[config.mk]
export PLATFORM = sky130hd
export DESIGN_NAME = uart_fifo_irq_gen
export DESIGN_NICKNAME = d
export VERILOG_FILES = /design/src/rtl/uart_irq_pkg.sv /design/src/rtl/uart_trig_sel.sv /design/src/rtl/uart_rx_timeout.sv /design/src/rtl/uart_tx_irq.sv /design/src/rtl/uart_fifo_irq_gen.sv
export SDC_FILE = /design/constraint.sdc
export NUM_CORES = 1
export LEC_CHECK = 0
export BUFFER_PORTS_ARGS = -buffer_cell sky130_fd_sc_hd__clkbuf_2
export CAP_MARGIN = 20
export CORE_ASPECT_RATIO = 0.5
export CORE_UTILIZATION = 49
export DETAILED_ROUTE_END_ITERATION = 8
export HOLD_SLACK_MARGIN = 0.05
export PLACE_DENSITY = 0.81
export SLEW_MARGIN = 30
export SYNTH_ARGS = -nofsm -noshare
export SYNTH_HDL_FRONTEND = slang
export SYNTH_HIERARCHICAL = 1
export SYNTH_SLANG_ARGS = --single-unit
export TNS_END_PERCENT = 10
[constraint.sdc]
create_clock -name clk -period 4.8 [get_ports clk]
set_clock_uncertainty 0.15 [all_clocks]
set_input_delay 0.48 -clock clk [delete_from_list [all_inputs] [get_ports clk]]
set_output_delay 0.48 -clock clk [all_outputs]
set_load 0.02 [all_outputs]
[src/rtl/uart_irq_pkg.sv]
// Shared types for the UART FIFO interrupt generator.
// Assumes: interrupt codes are consumed by an interrupt status register.
package uart_irq_pkg;

    typedef enum logic [1:0] {
        IRQ_NONE    = 2'd0,
        IRQ_RXDATA  = 2'd1,
        IRQ_TIMEOUT = 2'd2,
        IRQ_TXLOW   = 2'd3
    } irq_id_e;

endpackage

[src/rtl/uart_trig_sel.sv]
// Picks one FIFO trigger level: the programmed register in extended mode
// (zero read as one, clamped to the depth), else a fixed legacy table.
// Assumes: legacy table entries fit in CNT_W bits.
module uart_trig_sel #(
    parameter int FIFO_DEPTH = 128,
    parameter int CNT_W      = $clog2(FIFO_DEPTH + 1),
    parameter bit IS_RX      = 1'b1
) (
    input  logic             ext_mode,
    input  logic [CNT_W-1:0] lvl_reg,
    input  logic [1:0]       legacy_sel,
    output logic [CNT_W-1:0] trig
);
    localparam logic [CNT_W-1:0] DEPTH_C = CNT_W'(FIFO_DEPTH);
    localparam logic [CNT_W-1:0] ONE_C   = CNT_W'(1);

    logic [CNT_W-1:0] legacy_raw;

    // Legacy table, variant chosen by direction.
    generate
        if (IS_RX) begin : g_rx_table
            always_comb begin
                case (legacy_sel)
                    2'd0:    legacy_raw = CNT_W'(8);
                    2'd1:    legacy_raw = CNT_W'(16);
                    2'd2:    legacy_raw = CNT_W'(56);
                    default: legacy_raw = CNT_W'(60);
                endcase
            end
        end else begin : g_tx_table
            always_comb begin
                case (legacy_sel)
                    2'd0:    legacy_raw = CNT_W'(8);
                    2'd1:    legacy_raw = CNT_W'(16);
                    2'd2:    legacy_raw = CNT_W'(32);
                    default: legacy_raw = CNT_W'(56);
                endcase
            end
        end
    endgenerate

    // Final trigger: source select, floor at one, clamp at depth.
    always_comb begin
        if (ext_mode) begin
            if (lvl_reg == '0)
                trig = ONE_C;
            else if (lvl_reg > DEPTH_C)
                trig = DEPTH_C;
            else
                trig = lvl_reg;
        end else begin
            trig = (legacy_raw > DEPTH_C) ? DEPTH_C : legacy_raw;
        end
    end
endmodule

[src/rtl/uart_rx_timeout.sv]
// Receive character timeout: counts half-bit ticks since the last restart
// and flags four character times of silence while data waits in the FIFO.
// Assumes: half_tick is a single-cycle pulse at twice the bit rate.
module uart_rx_timeout #(
    parameter int CHARS_TMO = 4,
    parameter int MAX_DATA  = 8
) (
    input  logic       clk,
    input  logic       rst_n,
    input  logic       half_tick,
    input  logic       restart,
    input  logic       fifo_empty,
    input  logic [1:0] wlen_sel,
    input  logic       stop_sel,
    input  logic       parity_en,
    output logic       timeout
);
    localparam int MAX_CHAR_HALF = 2 * (1 + MAX_DATA + 1) + 4;
    localparam int MAX_LIMIT     = CHARS_TMO * MAX_CHAR_HALF;
    localparam int TMO_W         = $clog2(MAX_LIMIT + 1);

    logic [TMO_W-1:0] cnt_q, cnt_nxt, char_half, limit;
    logic [TMO_W-1:0] stop_half, data_bits;
    logic             hold_zero;

    // Character length in half bits from the line format.
    always_comb begin
        data_bits = TMO_W'(5) + TMO_W'(wlen_sel);
        if (!stop_sel)
            stop_half = TMO_W'(2);
        else if (wlen_sel == 2'd0)
            stop_half = TMO_W'(3);
        else
            stop_half = TMO_W'(4);
        char_half = TMO_W'(2) * (TMO_W'(1) + data_bits + TMO_W'(parity_en)) + stop_half;
        limit     = TMO_W'(CHARS_TMO) * char_half;
    end

    // Next count: restart or idle forces zero, ticks advance up to the limit.
    always_comb begin
        hold_zero = restart || fifo_empty;
        if (hold_zero)
            cnt_nxt = '0;
        else if (half_tick && (cnt_q < limit))
            cnt_nxt = cnt_q + TMO_W'(1);
        else
            cnt_nxt = cnt_q;
    end

    // Count and flag registers.
    always_ff @(posedge clk) begin
        if (!rst_n) begin
            cnt_q   <= '0;
            timeout <= 1'b0;
        end else begin
            cnt_q   <= cnt_nxt;
            timeout <= !hold_zero && (cnt_nxt >= limit);
        end
    end
endmodule

[src/rtl/uart_tx_irq.sv]
// Transmit low-water interrupt: sets on entry below the trigger or on
// becoming empty, clears on status read or once the FIFO refills.
// Assumes: trig is at least one.
module uart_tx_irq #(
    parameter int CNT_W = 8
) (
    input  logic             clk,
    input  logic             rst_n,
    input  logic [CNT_W-1:0] tx_count,
    input  logic [CNT_W-1:0] trig,
    input  logic             isr_rd,
    output logic             tx_irq
);
    logic below, empty, below_q, empty_q, set_evt;

    // Entry events against last cycle's state.
    always_comb begin
        below   = tx_count < trig;
        empty   = tx_count == '0;
        set_evt = (below && !below_q) || (empty && !empty_q);
    end

    // Interrupt flag and history.
    always_ff @(posedge clk) begin
        if (!rst_n) begin
            tx_irq  <= 1'b0;
            below_q <= 1'b0;
            empty_q <= 1'b0;
        end else begin
            below_q <= below;
            empty_q <= empty;
            if (!below)
                tx_irq <= 1'b0;
            else if (set_evt)
                tx_irq <= 1'b1;
            else if (isr_rd)
                tx_irq <= 1'b0;
        end
    end
endmodule

[src/rtl/uart_fifo_irq_gen.sv]
// Top of the UART FIFO interrupt generator: mode decision, trigger
// selection, receive threshold flag, timeout, transmit flag, priority
// code and clamped level copies.
// Assumes: counts and registers are synchronous to clk.
module uart_fifo_irq_gen #(
    parameter int FIFO_DEPTH = 128,
    parameter int CNT_W      = $clog2(FIFO_DEPTH + 1)
) (
    input  logic             clk,
    input  logic             rst_n,
    input  logic [CNT_W-1:0] rx_count,
    input  logic [CNT_W-1:0] tx_count,
    input  logic             rx_push,
    input  logic             rhr_rd,
    input  logic             isr_rd,
    input  logic [CNT_W-1:0] rx_lvl_reg,
    input  logic [CNT_W-1:0] tx_lvl_reg,
    input  logic [CNT_W-1:0] flow_hi_reg,
    input  logic [CNT_W-1:0] flow_lo_reg,
    input  logic [1:0]       rx_legacy_sel,
    input  logic [1:0]       tx_legacy_sel,
    input  logic [1:0]       wlen_sel,
    input  logic             stop_sel,
    input  logic             parity_en,
    input  logic             half_tick,
    output logic             rx_data_irq,
    output logic             rx_timeout_irq,
    output logic             tx_irq,
    output logic [1:0]       irq_id,
    output logic             irq_any,
    output logic             ext_mode,
    output logic [CNT_W-1:0] rx_level,
    output logic [CNT_W-1:0] tx_level
);
    import uart_irq_pkg::*;

    localparam logic [CNT_W-1:0] DEPTH_C = CNT_W'(FIFO_DEPTH);

    logic             ext_now;
    logic [CNT_W-1:0] rx_trig, tx_trig;
    irq_id_e          id_c;

    // Extended mode whenever any threshold register is programmed.
    always_comb ext_now = |{rx_lvl_reg, tx_lvl_reg, flow_hi_reg, flow_lo_reg};

    uart_trig_sel #(.FIFO_DEPTH(FIFO_DEPTH), .CNT_W(CNT_W), .IS_RX(1'b1)) rx_sel_i (
        .ext_mode   (ext_now),
        .lvl_reg    (rx_lvl_reg),
        .legacy_sel (rx_legacy_sel),
        .trig       (rx_trig)
    );

    uart_trig_sel #(.FIFO_DEPTH(FIFO_DEPTH), .CNT_W(CNT_W), .IS_RX(1'b0)) tx_sel_i (
        .ext_mode   (ext_now),
        .lvl_reg    (tx_lvl_reg),
        .legacy_sel (tx_legacy_sel),
        .trig       (tx_trig)
    );

    uart_rx_timeout rx_tmo_i (
        .clk        (clk),
        .rst_n      (rst_n),
        .half_tick  (half_tick),
        .restart    (rhr_rd || rx_push),
        .fifo_empty (rx_count == '0),
        .wlen_sel   (wlen_sel),
        .stop_sel   (stop_sel),
        .parity_en  (parity_en),
        .timeout    (rx_timeout_irq)
    );

    uart_tx_irq #(.CNT_W(CNT_W)) tx_irq_i (
        .clk      (clk),
        .rst_n    (rst_n),
        .tx_count (tx_count),
        .trig     (tx_trig),
        .isr_rd   (isr_rd),
        .tx_irq   (tx_irq)
    );

    // Registered receive flag, mode bit and clamped level copies.
    always_ff @(posedge clk) begin
        if (!rst_n) begin
            rx_data_irq <= 1'b0;
            ext_mode    <= 1'b0;
            rx_level    <= '0;
            tx_level    <= '0;
        end else begin
            rx_data_irq <= rx_count >= rx_trig;
            ext_mode    <= ext_now;
            rx_level    <= (rx_count > DEPTH_C) ? DEPTH_C : rx_count;
            tx_level    <= (tx_count > DEPTH_C) ? DEPTH_C : tx_count;
        end
    end

    // Priority encoder: receive data, then timeout, then transmit.
    always_comb begin
        if (rx_data_irq)
            id_c = IRQ_RXDATA;
        else if (rx_timeout_irq)
            id_c = IRQ_TIMEOUT;
        else if (tx_irq)
            id_c = IRQ_TXLOW;
        else
            id_c = IRQ_NONE;
        irq_id  = id_c;
        irq_any = id_c != IRQ_NONE;
    end
endmodule

==> flow_summary.ini <==
[power_and_ir_drop]
p_per_area_nw_per_um2 = 219.6
cellLeakagePower_nw = 1.351
total_power_mw = 0.6116
ir_drop_v = 0.0001063

[worst_setup_path]
ff2ff_path_depth = 10
cp_cell_sequence = clkbuf_2, o21ai_0, ha_1, inv_1, fa_1, xor2_1, ha_1, nand4_1, o2111ai_1, or3_1, a21oi_1, ha_1, nand3_1, a21oi_1, o31ai_1, nand3_1
cp_max_fo = 4
criticalPathCategory = in -> reg
reg2reg_from = rx_tmo_i/cnt_q[4]$_SDFF_PN0_
startpoint = wlen_sel[0]
cp.required_ns = 4.81
slowest_delay_ns = 0.41
cp_common_cell = ha_1
cp_slowest_cell = or3_1
cp.depth = 16
arrival_ns = 3.91
cp_num_buf_inv = 2
crit_path_end_kind = register
critPathTopFamily = adder cells
startpoint_type = input pin

[synthesis]
ys_ff_latch = 29
synth_fp_nets = 359
synthSimpleGateAreaFrac = 0.3155
synthAdderAreaFrac = 0.1873
synth_commonest_cells = ha_1, inv_1, dfxtp_1
yosys_warnings = 6
synth_top_family_by_area = simple AND/OR/NAND/NOR gates
dominantRegCellSynth = dfxtp_1
synth_edf_count = 0
synthTopCellsByArea = dfxtp_1, ha_1, and2_1
synth_xor_area_frac = 0.003902
synthCells = 264
syn-cell-area_um2 = 2245
synth-compound-area-share = 0.1678
synth_top_area_frac = 0.2586
syn-mean-instance-area_um2 = 8.502
yosysTopAreaCell = dfxtp_1
seq_area_frac_synth = 0.2586
yosysUniqueCellTypes = 55
async_flop_share = 0
muxShareOfSynthArea = 0

[timing]
slew_viol_final = 0
finalSetupTns_ns = 0
period_minus_slack_ns = 3.899
max_freq_mhz = 256.4
worst_pin_slew_ns = 0.5694
rsz0062_at_grt = false
setup-violations-final = 0
post-route-period-util = 0.8124
finalHoldViolCount = 0
relSlewSlack = 0.6204

[die]
die_height_um = 49.86
coreArea_um2 = 4144
die_w_um = 97.72
rows = 16
die_area_um2 = 4872
start_util = 0.5417
boundaryPins = 85

[global_routing]
antenna_found_initial = 0
grt_util_all_layers = 0.2312
grt.overflow.total = 0
grt_pass1_vias = 2061
grt_pass1_wl_mm = 8.935
grt_max_degree = 23

[min_path]
holdPathStages = 2
worstHoldStart = rx_count[6]
worstHoldPathType = in -> reg

[route]
drc = 4
drt_iter0_markers = 46
firstDrtPassIters = 6
wirelength_mm = 5.281
dr_total_vias = 2197
post_drt_via_cell_ratio = 5.398
postRouteAntennaNets = 0
post_drt_wl_per_cell_um = 12.98

[finish]
largestRegisters = rx_level: 8 flops, tx_level: 8 flops, rx_tmo_i/cnt_q: 7 flops
final_nets = 447
area_growth_pct = 24.08
fin_util = 0.6721
layout-drive-gt1-share = 0.3173
antennaDiodeCount = 0
final_area_um2 = 2785

[clock_tree]
tritoncts = yes
post_cts.repair.setup_buffers = 0
clkSlewWorstSetupHoldPaths_ns = 0.07
ctsResizeCount = 0
clock-root-buffer = clkbuf_8
clk_latency_ns = 0.28
postCtsHoldBufs = 0
htreeDepth = 2
clk_path_buf_depth = 2
cts_sinks = 29
cts_buffers = 5

[place]
place_congestion = 0.8461
portBuffers = 84
postPlaceCellArea_um2 = 2703
dpl.hpwl_mm = 4.433

[run]
drv_cap = 0

[status]
violations = design-rule violations
status = complete, but fails checks
-- where the power goes --
part           internal [mW]  switching, mW  leakage (nW)
Sequential             0.250        0.00406         0.238
Clock                  0.100         0.0969        0.0450
Combinational         0.0705         0.0901          1.07
-- routing by layer --
layer,vias up,GRT usage,routed length [µm]
li1,1133,-,-
met1,1000,0.2704,2330
met2,55,0.4267,2651
met3,9,0.04113,223
met4,0,0.09091,75
met5,-,0,0
-- layout by cell type (no fill, tap or decap), types with 5 or more instances in the layout --
cell,netlist,routed
a21oi_1,20,20
and2_1,21,21
clkbuf_2,0,84
clkbuf_8,0,5
dfxtp_1,29,29
ha_1,32,32
inv_1,32,32
nand2_1,9,9
nand3_1,7,7
nand4_1,6,6
nor2_1,8,8
nor3_1,5,5
nor4_1,11,11
o21ai_0,11,11
or3_1,6,6
-- final timing paths --
check	slack, ns	to
min	0.28	rx_level[6]$_SDFF_PP0_
max	0.90	rx_tmo_i/timeout$_SDFF_PN0_
max reg2reg	2.11	rx_tmo_i/timeout$_SDFF_PN0_
min reg2reg	0.36	rx_tmo_i/cnt_q[1]$_SDFF_PN0_
-- per-stage QoR --
stage / setup slack (ns) / hold WS [ns] / instances
floorplan: 1.095 / 0.3254 / 264
global route: 0.5965 / 0.2937 / 407
finish: 0.9005 / 0.2834 / 407
global placement: 0.7853 / 0.3454 / 399
detailed placement: 0.5741 / 0.3514 / 399
CTS: 0.8912 / 0.2795 / 407
-- logic make-up (layout without fill, tap and decap cells) --
| group | Yosys count | count (layout) |
|---|---|---|
| buffers and inverters | 35 | 124 |
| flip-flops | 29 | 29 |
| AND/OR/NAND/NOR | 108 | 108 |
| XOR/XNOR | 1 | 1 |
| adder cells (fa/ha/maj) | 33 | 33 |
| AO/OA/AOI/OAI | 58 | 58 |
-- area by class of cell --
type | count | area, µm²
Sequential cell | 29 | 580.6
Timing Repair Buffer | 84 | 420.4
Tap cell | 54 | 67.56
Multi-Input combinational cell | 200 | 1514
Fill cell | 375 | 1359
Clock buffer | 6 | 72.57
Clock inverter | 2 | 10.01
Inverter | 32 | 120.1
-- worst reg2reg max path, stage by stage (launching register included) --
cell and delay [ns]:
dfxtp_1 0.33, ha_1 0.33, a21oi_2 0.21, o2111ai_1 0.19
or3_1 0.41, a21oi_1 0.20, ha_1 0.27, nand3_1 0.14
a21oi_1 0.06, o31ai_1 0.19, nand3_1 0.09
No activity file was read; power rests on OpenSTA's default activity.
